### src/rtl/rbu_pkg.sv
package rbu_pkg;
  localparam logic [3:0] OP_BR   = 4'h1;
  localparam logic [3:0] OP_BNC  = 4'h2;
  localparam logic [3:0] OP_BC   = 4'h3;
  localparam logic [3:0] OP_BP   = 4'h4;
  localparam logic [3:0] OP_BM   = 4'h5;
  localparam logic [3:0] OP_BZ   = 4'h6;
  localparam logic [3:0] OP_BNZ  = 4'h7;
  localparam logic [3:0] OP_BM1  = 4'h8;
  localparam logic [3:0] OP_BNM1 = 4'h9;
  localparam logic [3:0] OP_BRK  = 4'hA;
  localparam logic [3:0] OP_RET  = 4'hB;
  localparam logic [3:0] OP_CALL = 4'hC;

  typedef enum logic [2:0] {
    ST_IDLE, ST_PUSH_LO, ST_PUSH_HI, ST_POP_HI, ST_POP_LO, ST_DONE
  } seq_state_e;
endpackage

### src/rtl/rbu_cond.sv
module rbu_cond
  import rbu_pkg::*;
#(
  parameter int W = 16
) (
  input  logic [3:0]   op,
  input  logic         carry,
  input  logic [W-1:0] prior,
  output logic         take
);
  logic is_zero, is_ones, is_neg;

  always_comb begin
    is_zero = (prior == '0);
    is_ones = &prior;
    is_neg  = prior[W-1];
    case (op)
      OP_BR:   take = 1'b1;
      OP_BNC:  take = ~carry;
      OP_BC:   take = carry;
      OP_BP:   take = ~is_neg;
      OP_BM:   take = is_neg;
      OP_BZ:   take = is_zero;
      OP_BNZ:  take = ~is_zero;
      OP_BM1:  take = is_ones;
      OP_BNM1: take = ~is_ones;
      OP_CALL: take = 1'b1;
      default: take = 1'b0;
    endcase
  end
endmodule

### src/rtl/rbu_target.sv
module rbu_target #(
  parameter int W  = 16,
  parameter int DW = 8
) (
  input  logic [W-1:0]  pc,
  input  logic [DW-1:0] disp,
  output logic [W-1:0]  target,
  output logic [W-1:0]  pc_plus2,
  output logic [W-1:0]  pc_plus1
);
  logic [W-1:0] disp_sx;

  always_comb begin
    disp_sx  = {{(W-DW){disp[DW-1]}}, disp};
    pc_plus1 = pc + W'(1);
    pc_plus2 = pc + W'(2);
    target   = pc_plus2 + disp_sx;
  end
endmodule

### src/rtl/rbu_stack_seq.sv
module rbu_stack_seq
  import rbu_pkg::*;
#(
  parameter int W  = 16,
  parameter int BW = W / 2
) (
  input  logic          clk,
  input  logic          rst_n,
  input  logic          start,
  input  logic [3:0]    op,
  input  logic          take,
  input  logic [W-1:0]  target,
  input  logic [W-1:0]  pc_plus2,
  input  logic [W-1:0]  pc_plus1,
  input  logic [W-1:0]  r12_in,
  output logic          done,
  output logic [W-1:0]  next_pc,
  output logic          r12_we,
  output logic [W-1:0]  r12_out,
  output logic          carry_clr,
  output logic          brk,
  output logic          mem_req,
  output logic          mem_we,
  output logic [W-1:0]  mem_addr,
  output logic [BW-1:0] mem_wdata,
  input  logic [BW-1:0] mem_rdata,
  input  logic          mem_ready
);
  seq_state_e    st_q, st_d;
  logic [W-1:0]  sp_q, sp_d;
  logic [W-1:0]  ret_q, ret_d;
  logic [W-1:0]  tgt_q, tgt_d;
  logic [W-1:0]  npc_q, npc_d;
  logic [BW-1:0] hi_q, hi_d;
  logic          clr_q, clr_d, brk_q, brk_d, wsp_q, wsp_d;
  logic          is_branch;

  always_comb begin
    st_d  = st_q;
    sp_d  = sp_q;
    ret_d = ret_q;
    tgt_d = tgt_q;
    npc_d = npc_q;
    hi_d  = hi_q;
    clr_d = clr_q;
    brk_d = brk_q;
    wsp_d = wsp_q;
    is_branch = (op >= OP_BR) && (op <= OP_BNM1);
    case (st_q)
      ST_IDLE: begin
        if (start) begin
          clr_d = 1'b0;
          brk_d = 1'b0;
          wsp_d = 1'b0;
          sp_d  = r12_in;
          ret_d = pc_plus2;
          tgt_d = target;
          if (op == OP_CALL) begin
            st_d = ST_PUSH_LO;
          end else if (op == OP_RET) begin
            st_d = ST_POP_HI;
          end else begin
            st_d  = ST_DONE;
            brk_d = (op == OP_BRK);
            if (take)           npc_d = target;
            else if (is_branch) npc_d = pc_plus2;
            else                npc_d = pc_plus1;
          end
        end
      end
      ST_PUSH_LO: if (mem_ready) begin
        sp_d = sp_q + W'(1);
        st_d = ST_PUSH_HI;
      end
      ST_PUSH_HI: if (mem_ready) begin
        sp_d  = sp_q + W'(1);
        npc_d = tgt_q;
        clr_d = 1'b1;
        wsp_d = 1'b1;
        st_d  = ST_DONE;
      end
      ST_POP_HI: if (mem_ready) begin
        sp_d = sp_q - W'(1);
        hi_d = mem_rdata;
        st_d = ST_POP_LO;
      end
      ST_POP_LO: if (mem_ready) begin
        sp_d  = sp_q - W'(1);
        npc_d = {hi_q, mem_rdata};
        wsp_d = 1'b1;
        st_d  = ST_DONE;
      end
      default: begin
        clr_d = 1'b0;
        brk_d = 1'b0;
        wsp_d = 1'b0;
        st_d  = ST_IDLE;
      end
    endcase
  end

  always_ff @(posedge clk or negedge rst_n) begin
    if (!rst_n) begin
      st_q  <= ST_IDLE;
      sp_q  <= '0;
      ret_q <= '0;
      tgt_q <= '0;
      npc_q <= '0;
      hi_q  <= '0;
      clr_q <= 1'b0;
      brk_q <= 1'b0;
      wsp_q <= 1'b0;
    end else begin
      st_q  <= st_d;
      sp_q  <= sp_d;
      ret_q <= ret_d;
      tgt_q <= tgt_d;
      npc_q <= npc_d;
      hi_q  <= hi_d;
      clr_q <= clr_d;
      brk_q <= brk_d;
      wsp_q <= wsp_d;
    end
  end

  always_comb begin
    done      = (st_q == ST_DONE);
    next_pc   = npc_q;
    r12_out   = sp_q;
    r12_we    = done & wsp_q;
    carry_clr = done & clr_q;
    brk       = done & brk_q;
    mem_req   = (st_q == ST_PUSH_LO) || (st_q == ST_PUSH_HI) ||
                (st_q == ST_POP_HI)  || (st_q == ST_POP_LO);
    mem_we    = (st_q == ST_PUSH_LO) || (st_q == ST_PUSH_HI);
    mem_addr  = mem_we ? sp_q : (sp_q - W'(1));
    mem_wdata = (st_q == ST_PUSH_HI) ? ret_q[W-1:BW] : ret_q[BW-1:0];
  end
endmodule

### src/rtl/rel_branch_unit.sv
module rel_branch_unit #(
  parameter int W  = 16,
  parameter int DW = 8,
  localparam int BW = W / 2
) (
  input  logic          clk,
  input  logic          rst_n,
  input  logic          start,
  input  logic [3:0]    op,
  input  logic [DW-1:0] disp,
  input  logic [W-1:0]  pc,
  input  logic          carry_in,
  input  logic [W-1:0]  prior,
  input  logic [W-1:0]  r12_in,
  output logic          done,
  output logic [W-1:0]  next_pc,
  output logic          r12_we,
  output logic [W-1:0]  r12_out,
  output logic          carry_clr,
  output logic          brk,
  output logic          mem_req,
  output logic          mem_we,
  output logic [W-1:0]  mem_addr,
  output logic [BW-1:0] mem_wdata,
  input  logic [BW-1:0] mem_rdata,
  input  logic          mem_ready
);
  logic         take;
  logic [W-1:0] target, pc_plus2, pc_plus1;

  rbu_cond #(.W(W)) u_cond (
    .op(op), .carry(carry_in), .prior(prior), .take(take)
  );

  rbu_target #(.W(W), .DW(DW)) u_tgt (
    .pc(pc), .disp(disp), .target(target),
    .pc_plus2(pc_plus2), .pc_plus1(pc_plus1)
  );

  rbu_stack_seq #(.W(W), .BW(BW)) u_seq (
    .clk(clk), .rst_n(rst_n), .start(start), .op(op), .take(take),
    .target(target), .pc_plus2(pc_plus2), .pc_plus1(pc_plus1),
    .r12_in(r12_in), .done(done), .next_pc(next_pc), .r12_we(r12_we),
    .r12_out(r12_out), .carry_clr(carry_clr), .brk(brk),
    .mem_req(mem_req), .mem_we(mem_we), .mem_addr(mem_addr),
    .mem_wdata(mem_wdata), .mem_rdata(mem_rdata), .mem_ready(mem_ready)
  );
endmodule

### config.mk
export PLATFORM = sky130hd
export DESIGN_NAME = rel_branch_unit
export DESIGN_NICKNAME = d
export VERILOG_FILES = /design/src/rtl/rbu_pkg.sv /design/src/rtl/rbu_cond.sv /design/src/rtl/rbu_target.sv /design/src/rtl/rbu_stack_seq.sv /design/src/rtl/rel_branch_unit.sv
export SDC_FILE = /design/constraint.sdc
export NUM_CORES = 1
export LEC_CHECK = 0
export ABC_AREA = 1
export BUFFER_PORTS_ARGS = -buffer_cell sky130_fd_sc_hd__buf_2
export CAP_MARGIN = 20
export CELL_PAD_IN_SITES_DETAIL_PLACEMENT = 0
export CELL_PAD_IN_SITES_GLOBAL_PLACEMENT = 1
export CORE_ASPECT_RATIO = 1.4
export CORE_MARGIN = 2
export CORE_UTILIZATION = 40
export CTS_BUF_LIST = sky130_fd_sc_hd__clkbuf_4
export CTS_CLUSTER_DIAMETER = 120
export DETAILED_ROUTE_END_ITERATION = 8
export GPL_TIMING_DRIVEN = 0
export PLACE_DENSITY = 0.95
export SYNTH_ARGS = -nofsm -noshare
export SYNTH_HDL_FRONTEND = slang
export SYNTH_HIERARCHICAL = 1
export SYNTH_SLANG_ARGS = --single-unit
### constraint.sdc
create_clock -name clk -period 2.29 [get_ports clk]
set_clock_uncertainty 0.2 [all_clocks]
set_input_delay 0.1145 -clock clk [delete_from_list [all_inputs] [get_ports clk]]
set_output_delay 0.1145 -clock clk [all_outputs]
set_load 0.01 [all_outputs]
==> flow_summary.yaml, run 1 <==
clocking:
  clock_sinks: 78
  numCtsBuffers: 9
  cts_max_level: 3
  cts_root_buf: "clkbuf_4"
  insertion_delay_ns: 0.43
  clkTransAtPathRegs_ns: 0.14
  clockBufferDepth: 2
  cts_tree: "yes"
global_routing:
  gr-usage-met1_pct: 25.24
  grt_max_degree: 61
  gr-usage-all-layers_pct: 24.94
  busiest_layer: "met2"
  overflow: 0
  grt_pass1_vias: 7338
  use_met2_pct: 49.83
  grt_pass1_wl_um: 35280
  grtUsageMet3_pct: 2.855
  antenna_found_initial: 1
floorplan:
  fp-row-count: 56
  start_util_pct: 40.68
  ios: 135
  die-height_um: 158.4
  fp.coreArea_um2: 16750
  die-width_um: 114.3
  dieArea_um2: 18110
timing:
  fmax_mhz: 443.7
  hold_viol_final: 0
  period_share_pct: 98.41
  drv_slew: 0
  tightest_slew_ns: 0.9778
  fin_crit_ns: 2.254
  rsz0062_at_grt: "true"
  setup_viol: 0
  relSlewSlack_pct: 34.60
  hold_slack_ns: 0.03971
pwr:
  p_leak_nw: 4.895
  cellPowerDensity_nw_per_um2: 1135
  peakVddDrop_mv: 0.4300
min_path:
  min_path_type: "input port to flop"
critical_path:
  worstSetupPathType: "input port to flop"
  arrival_ns: 2.44
  cp_max_fo: 4
  cp-end-kind: "flop"
  start_kind: "input port"
  crit_required_ns: 2.47
drt:
  via_per_inst: 5.049
  drt-total-wl_um: 23210
  drc: 0
  drtIter0Drc: 560
  wl_per_cell_um: 14.91
  drtAntennaViolNets: 0
  dr_total_vias: 7861
  firstDrtPassIters: 5
layout:
  final_net_count: 1442
  syn_to_final_growth_pct: 34.91
  utilization_pct: 54.89
  num-fill-cells: 1667
  drive_above_1_share_pct: 23.87
yosys:
  synthesis.area_um2: 6813
  yosysTopAreaCell: "dfrtp_1"
  synth.area.top_cells: "dfrtp_1 (29%), nand2_1 (23%), o21ai_0 (7.9%)"
  ys_ff_latch: 78
  synthDominantCellAreaShare_pct: 28.65
  synth_edf_count: 0
  synth.distinct_cells: 42
  async_reset_ff_share_pct: 100.0
  synth-main-ff-cell: "dfrtp_1"
  syn_nets: 1222
  ys_seq_area_share_pct: 28.65
  postSynthCellCount: 1128
  yosys_warnings: 6
  syn_avg_cell_area_um2: 6.040
run:
  maxCapViolations: 0
placement:
  gp_congestion: 0.9843
  port-buffer-count: 134
  dp_hpwl_um: 17750
run_status:
  status: "finished, final reports clean"
registers in the layout, indices dropped and copies added, names as in the netlist:
name           cells
u_seq/ret_q       16
u_seq/brk_q        1
u_seq/next_pc     16
u_seq/clr_q        1
u_seq/tgt_q       16
u_seq/hi_q         8
u_seq/st_q         3
u_seq/wsp_q        1
u_seq/r12_out     16
path summary, 6_finish.rpt:
| path | slack, ns | end | start | cells after the start |
|---|---|---|---|---|
| setup / recovery | 0.04 | u_seq/next_pc[7] | pc[1] | 12 |
| hold reg to reg | 0.30 | u_seq/next_pc[15] | u_seq/next_pc[15] | 2 |
| max in group asynchronous | 0.53 | u_seq/r12_out[5] | rst_n | 3 |
| min in group asynchronous | 0.63 | u_seq/r12_out[3] | rst_n | 4 |
| hold / removal | 0.04 | u_seq/ret_q[8] | pc[7] | 5 |
| setup reg to reg | 0.16 | u_seq/ret_q[3] | u_seq/st_q[0] | 8 |
synth_stat cells (8+ instances only):
library cell    n
o21ai_1         9
inv_1         142
dfrtp_1        78
nand3_1        83
nand2_2         8
buf_2          11
o21ai_0       107
a21oi_1        39
xor2_1         24
nand2_1       418
nor2_1        103
clkbuf_1       18
ha_1           20
stage by stage:
step	setup TNS (ns)	power [mW]	cell area [um2]	setup WS, ns	std cells
4_1_cts	-0.06528	10.04	8813	-0.03614	1543
5_1_grt	-0.1970	11.36	9191	-0.06799	1557
3_3_place_gp	-8.136	8.602	7770	-0.7422	1465
3_5_place_dp	-8.547	8.686	7800	-0.7407	1466
6_report	0	10.43	9191	0.03635	1557
2_1_floorplan	0	6.599	6845	0.02326	1128
layer usage:
layer / part of all wire [%] / up-vias
met3: 3.8 / 61
li1: - / 3982
met2: 53 / 255
met4: 4.9 / 0
met1: 38 / 3563
met5: 0 / -
cells in the final DEF (no fill, tap or decap), types with 8 or more instances in the layout:
cell type / n
nand2_1: 401
inv_1: 135
buf_2: 134
o21ai_0: 92
nor2_1: 91
nand3_1: 80
dfrtp_1: 69
dlygate4sd3_1: 51
buf_4: 35
a21oi_1: 30
o21ai_1: 24
nand2_2: 20
xor2_1: 18
nor2_2: 13
ha_4: 12
clkbuf_4: 11
inv_2: 11
nor2_4: 10
clkbuf_1: 9
a21oi_2: 9
dfrtp_2: 9
ha_1: 8
critical path: stages:
cell	delay, ns
buf_8	0.09
ha_4	0.15
nand3_4	0.11
nor2_8	0.20
xor2_4	0.25
dlygate4sd3_1	0.59
inv_1	0.07
o21ai_0	0.43
o21ai_0	0.21
nand2_1	0.10
nand2_1	0.06
nand2_1	0.05
power breakdown:
part / internal [mW] / switching, mW / total [mW]
Clock: 0.352 / 0.538 / 0.891
Sequential: 2.06 / 0.571 / 2.63
Combinational: 2.59 / 4.33 / 6.91
cell families (layout without fill, tap and decap cells):
family | count (synthesis) | after routing | synth area share (%)
multiplexers | 1 | 1 | 0.1653
AO/OA/AOI/OAI | 161 | 161 | 11.99
XOR/XNOR | 29 | 29 | 3.838
flip-flops | 78 | 78 | 28.65
buffers and inverters | 185 | 410 | 10.82
AND/OR/NAND/NOR | 653 | 653 | 40.57
adder cells (fa/ha/maj) | 21 | 21 | 3.967
other | 0 | 1 | 0
final cells by class:
class,count,area [um2],share of cell area (%)
inverter,150,573.1,6.235
antenna,1,2.502,0.02723
buffer,29,165.2,1.797
timing repair buffer,215,1483,16.13
sequential,78,1963,21.36
multi-input combinational,865,4606,50.11
clock buffer,10,75.07,0.8168
clock inverter,6,70.07,0.7623
tap,203,254.0,2.763
repair_timing:
action | 4_1_cts | 5_1_grt
hold endpoints to repair | 128 | 1
setup buffers | 17 | 12
pin swaps | 15 | 37
endpoints found under the setup margin | 23 | 38
resized for setup | 52 | 96
hold buffers | 50 | 1
Note: power is estimated with default switching activity, not from simulation.
==> run 2: changes to the inputs <==
--- a/config.mk
+++ b/config.mk
@@ -18,6 +18,7 @@
 export DETAILED_ROUTE_END_ITERATION = 8
 export GPL_TIMING_DRIVEN = 0
 export PLACE_DENSITY = 0.95
+export RECOVER_POWER = 25
 export SYNTH_ARGS = -nofsm -noshare
 export SYNTH_HDL_FRONTEND = slang
 export SYNTH_HIERARCHICAL = 1
==> run 2 against run 1 <==
  * Sequential share of layout area increased by 0.055 points
  * Critical path type unchanged
  * Register-to-register slack about the same
  * Non-clock buffer count unchanged
  * Combinational power about the same
  * Critical path depth unchanged
==> flow_summary.yaml, run 2 (synthesis gave the netlist of run 1 again) <==
clocking:
  clockBufferDepth: 2
  insertion_delay_ns: 0.43
  clkTransAtPathRegs_ns: 0.14
  clock_sinks: 78
  cts_max_level: 3
  numCtsBuffers: 9
  cts_tree: "yes"
  cts_root_buf: "clkbuf_4"
timing:
  relSlewSlack_pct: 33.42
  hold_slack_ns: 0.03916
  setup_slack_ns: 0.03908
  fmax_mhz: 444.3
  fin_crit_ns: 2.251
  hold_viol_final: 0
  tightest_slew_ns: 0.9954
  setup_viol: 0
  rsz0062_at_grt: "true"
  drv_slew: 0
  period_share_pct: 98.29
floorplan:
  start_util_pct: 40.68
  fp-row-count: 56
  die-height_um: 158.4
  dieArea_um2: 18110
  ios: 135
  die-width_um: 114.3
  fp.coreArea_um2: 16750
layout:
  syn_to_final_growth_pct: 34.56
  stdcell_area_um2: 9168
  drive_above_1_share_pct: 23.65
  layout_common_cells: "nand2_1 (401), inv_1 (135), buf_2 (131), o21ai_0 (92), nor2_1 (91)"
  utilization_pct: 54.74
  final_common_cell: "nand2_1"
  final_net_count: 1442
drt:
  firstDrtPassIters: 6
  drtAntennaViolNets: 0
  drc: 0
  drt-total-wl_um: 23190
  wl_per_cell_um: 14.90
  via_per_inst: 5.051
  drtIter0Drc: 529
  dr_total_vias: 7865
critical_path:
  arrival_ns: 2.44
  cp_slowest_stage_delay_ns: 0.59
  critPathLaunch: "pc[1]"
  crit_slowest_cell: "dlygate4sd3_1"
  worstSetupPathType: "input port to flop"
  cp-end-kind: "flop"
  cp_max_fo: 4
  r2r-start: "u_seq/st_q[0]"
  path_cells: "buf_8 > ha_4 > nand3_4 > nor2_8 > xor2_4 > dlygate4sd3_1 > inv_1 > o21ai_0 > o21ai_0 > nand2_1 > nand2_1 > nand2_1"
  critical_path.top_delay_family: "buffers and inverters"
  rrSetupSlack_ns: 0.16
  crit_required_ns: 2.48
  start_kind: "input port"
  crit_path_end: "u_seq/next_pc[7]"
  worstSetupPathDepth: 12
  r2r-end: "u_seq/ret_q[3]"
  cp_num_buf_inv: 3
  critPathMostFrequentCell: "nand2_1"
  reg2regPathDepth: 8
pwr:
  peakVddDrop_mv: 0.4319
  p_leak_nw: 4.877
  cellPowerDensity_nw_per_um2: 1137
placement:
  pre_cts_ws_ns: -0.7407
  port-buffer-count: 134
  gp_congestion: 0.9843
  place_area_um2: 7800
  dp_hpwl_um: 17750
global_routing:
  grt_max_degree: 61
  grt_pass1_vias: 7338
  antenna_found_initial: 1
  overflow: 0
  grt_pass1_wl_um: 35280
  gr-usage-all-layers_pct: 24.94
run:
  maxCapViolations: 0
run_status:
  status: "finished, final reports clean"
min_path:
  min_path_type: "input port to flop"
run 2: worst min path at each step:
| stage | startpoint | endpoint | slack, ns | cells past startpoint |
|---|---|---|---|---|
| detailed placement | rst_n | u_seq/r12_out[0] | -0.17 | 1 |
| finish | pc[7] | u_seq/ret_q[8] | 0.04 | 5 |
| floorplan | rst_n | u_seq/brk_q | -0.38 | 0 |
| global route | pc[7] | u_seq/ret_q[8] | 0.03 | 5 |
| global placement | r12_in[1] | u_seq/r12_out[1] | 0.20 | 3 |
| CTS | disp[5] | u_seq/tgt_q[5] | 0.004 | 5 |
run 2: timing repair:
item	4_1_cts	5_1_grt
hold endpoints to repair	128	1
pin swaps	15	37
setup buffers	17	12
hold buffers	50	1
gates resized for setup	52	96
endpoints found under the setup margin	23	38
run 2: metal layers:
layer,GRT usage [%],vias up,share of wire (%)
met3,2.855,57,3.8
met4,11.90,0,4.8
li1,-,3977,-
met2,49.83,258,54
met1,25.24,3573,38
met5,0,-,0
run 2: worst register-to-register path: stages (launching register included):
cell and delay (ns):
dfrtp_1 0.42, buf_4 0.14, nor2_2 0.15, inv_2 0.06, nor2_2 0.20, nand2_1 0.28, clkbuf_1 0.33, nand2_1 0.14
o21ai_0 0.09
run 2: final cells by class:
| class | instances | area [um2] |
|---|---|---|
| inverters | 150 | 573.1 |
| multi-input cells | 865 | 4606 |
| plain buffers | 29 | 165.2 |
| diodes | 1 | 2.502 |
| repair buffers | 215 | 1459 |
| fillers | 1670 | 7579 |
| clock inverters | 6 | 70.07 |
| flip-flops and latches | 78 | 1963 |
| clock buffers | 10 | 75.07 |
| well taps | 203 | 254.0 |
run 2: metrics by stage:
stage	TNS [ns]	power, mW	instances
floorplan	0	6.599	1128
global placement	-8.136	8.602	1465
detailed placement	-8.547	8.686	1466
CTS	-0.06528	10.04	1543
global route	-0.1970	11.35	1557
finish	0	10.42	1557
run 2: power by group:
group / internal [mW] / switching, mW / leakage, nW / total, mW
Combinational: 2.58 / 4.32 / 3.85 / 6.90
Clock: 0.352 / 0.544 / 0.0697 / 0.897
Sequential: 2.06 / 0.570 / 0.959 / 2.63
Total: 4.99 / 5.44 / 4.88 / 10.4
==> run 3: changes to the inputs <==
--- a/config.mk
+++ b/config.mk
@@ -8,7 +8,7 @@
 export ABC_AREA = 1
 export BUFFER_PORTS_ARGS = -buffer_cell sky130_fd_sc_hd__buf_2
 export CAP_MARGIN = 20
-export CELL_PAD_IN_SITES_DETAIL_PLACEMENT = 0
+export CELL_PAD_IN_SITES_DETAIL_PLACEMENT = 1
 export CELL_PAD_IN_SITES_GLOBAL_PLACEMENT = 1
 export CORE_ASPECT_RATIO = 1.4
 export CORE_MARGIN = 2
==> run 3 against run 2 <==
  * The run now ends with negative setup slack left
  * Non-clock buffer count rose by 18
  * Sequential power rose by 5%
  * Combinational power rose by 34%
  * Design area rose by 7.8%
  * Die area did not move
  * Critical path depth fell by 3
  * Hold slack got worse by 0.0063 ns
  * Sequential cell count did not move
  * Global-route usage rose by 7.8 points
  * Utilization rose by 4.3 points
  * Critical path type is now flop to output port
  * Largest power group unchanged
==> flow_summary.yaml, run 3 (synthesis gave the netlist of run 1 again) <==
placement:
  gp_congestion: 0.9843
  pre_cts_ws_ns: -0.7694
  dp_hpwl_um: 20690
  place_area_um2: 7800
  port-buffer-count: 134
global_routing:
  gr-usage-all-layers_pct: 32.78
  grt_pass1_wl_um: 45840
  gr-usage-met1_pct: 31.03
  antenna_found_initial: 1
  grt_max_degree: 61
  busiest_layer: "met2"
  use_met2_pct: 63.63
  grt_pass1_vias: 9065
  grtUsageMet3_pct: 3.578
  overflow: 0
critical_path:
  cp-end-kind: "output port"
  start_kind: "flop"
  crit_required_ns: 1.98
  r2r-start: "u_seq/st_q[0]"
  cp_max_fo: 6
  worstSetupPathType: "flop to output port"
  arrival_ns: 2.27
  rrSetupSlack_ns: -0.09
  critPathLaunch: "u_seq/r12_out[5]"
timing:
  hold_viol_final: 0
  period_share_pct: 112.9
  relSlewSlack_pct: 30.86
  drv_slew: 0
  rsz0062_at_grt: "true"
  setup_viol: 38
  setup_slack_ns: -0.2949
  tightest_slew_ns: 1.034
  fmax_mhz: 386.9
  hold_slack_ns: 0.03285
  fin_crit_ns: 2.585
  finalSetupTns_ns: -3.727
layout:
  syn_to_final_growth_pct: 45.12
  stdcell_area_um2: 9887
  final_net_count: 1460
  final_common_cell: "nand2_1"
  layout_common_cells: "nand2_1 (376), buf_2 (129), inv_1 (129), o21ai_0 (87), nor2_1 (83)"
  drive_above_1_share_pct: 30.42
pwr:
  swShare_pct: 56.03
  seqPwrFrac_pct: 21.4
  cellPowerDensity_nw_per_um2: 1309
  p_leak_nw: 5.117
  switching_power_mw: 7.250
  p_clk_share_pct: 7.2
  finalPower_mw: 12.94
  power_frac_comb_pct: 71.4
  peakVddDrop_mv: 0.4888
  power.internal_mw: 5.690
floorplan:
  fp.coreArea_um2: 16750
  start_util_pct: 40.68
  dieArea_um2: 18110
  die-width_um: 114.3
  ios: 135
  die-height_um: 158.4
  fp-row-count: 56
min_path:
  hold_start: "disp[5]"
  min_path_type: "input port to flop"
run:
  maxCapViolations: 0
clocking:
  cts_tree: "yes"
  clkTransAtPathRegs_ns: 0.17
  numCtsBuffers: 9
  cts_max_level: 3
  clockBufferDepth: 2
  clock_sinks: 78
  insertion_delay_ns: 0.47
  cts_root_buf: "clkbuf_4"
drt:
  drt-total-wl_um: 38340
  dr_total_vias: 9459
  via_per_inst: 6.006
  drc: 0
  drtAntennaViolNets: 0
  firstDrtPassIters: 6
  wl_per_cell_um: 24.34
  drtIter0Drc: 926
run_status:
  violations: "negative setup slack"
  status: "finished with violations"
run 3: routing by layer:
layer | up-vias | routed length, um
met5 | - | 0
met3 | 280 | 2524
li1 | 4010 | -
met2 | 642 | 19450
met4 | 0 | 4162
met1 | 4527 | 12200
run 3: final timing paths:
path / to / cells past startpoint
max in group asynchronous: u_seq/r12_out[8] / 3
worst min-delay path: u_seq/tgt_q[5] / 5
worst min register to register: u_seq/next_pc[13] / 2
worst max register to register: u_seq/r12_out[4] / 12
min in group asynchronous: u_seq/r12_out[5] / 3
worst max-delay path: mem_addr[13] / 9
run 3: worst max-delay path, stage by stage, from the launching register on:
cell,delay (ns)
dfrtp_2,0.53
nor2_4,0.25
nand2_1,0.10
nor2_1,0.26
nand2_1,0.10
nand2_1,0.13
nand2_1,0.15
nand2_4,0.09
o21ai_2,0.05
buf_2,0.14
run 3: power groups by stage:
stage	Sequential [mW]	Combinational, mW	Clock, mW
2_1_floorplan	2.58	4.02	0
3_3_place_gp	2.55	6.05	0
3_5_place_dp	2.60	6.35	0
4_1_cts	2.63	6.86	0.920
5_1_grt	2.81	9.81	0.994
6_report	2.77	9.24	0.936
run 3: cell type report:
type	count	area [um2]
multi-input combinational	865	5034
clock inverter	6	70.07
antenna	1	2.502
fill	2213	6859
inverter	150	580.6
tap	203	254.0
clock buffer	10	75.07
timing repair buffer	232	1678
sequential	78	1968
buffer	30	225.2
run 3: repair_timing:
item                                    4_1_cts  5_1_grt
endpoints found under the setup margin       27       86
pin swaps                                    21       77
resized for setup                            81      200
cloned                                        0        3
setup buffers                                20       28
endpoints found under the hold margin       124        1
hold buffers                                 45        1
run 3: metrics by stage:
| step | instances | util [%] |
|---|---|---|
| 6_report | 1575 | 59.04 |
| 5_1_grt | 1575 | 59.04 |
| 4_1_cts | 1543 | 53.12 |
| 3_5_place_dp | 1466 | 46.58 |
| 3_3_place_gp | 1465 | 46.40 |
| 2_1_floorplan | 1128 | - |
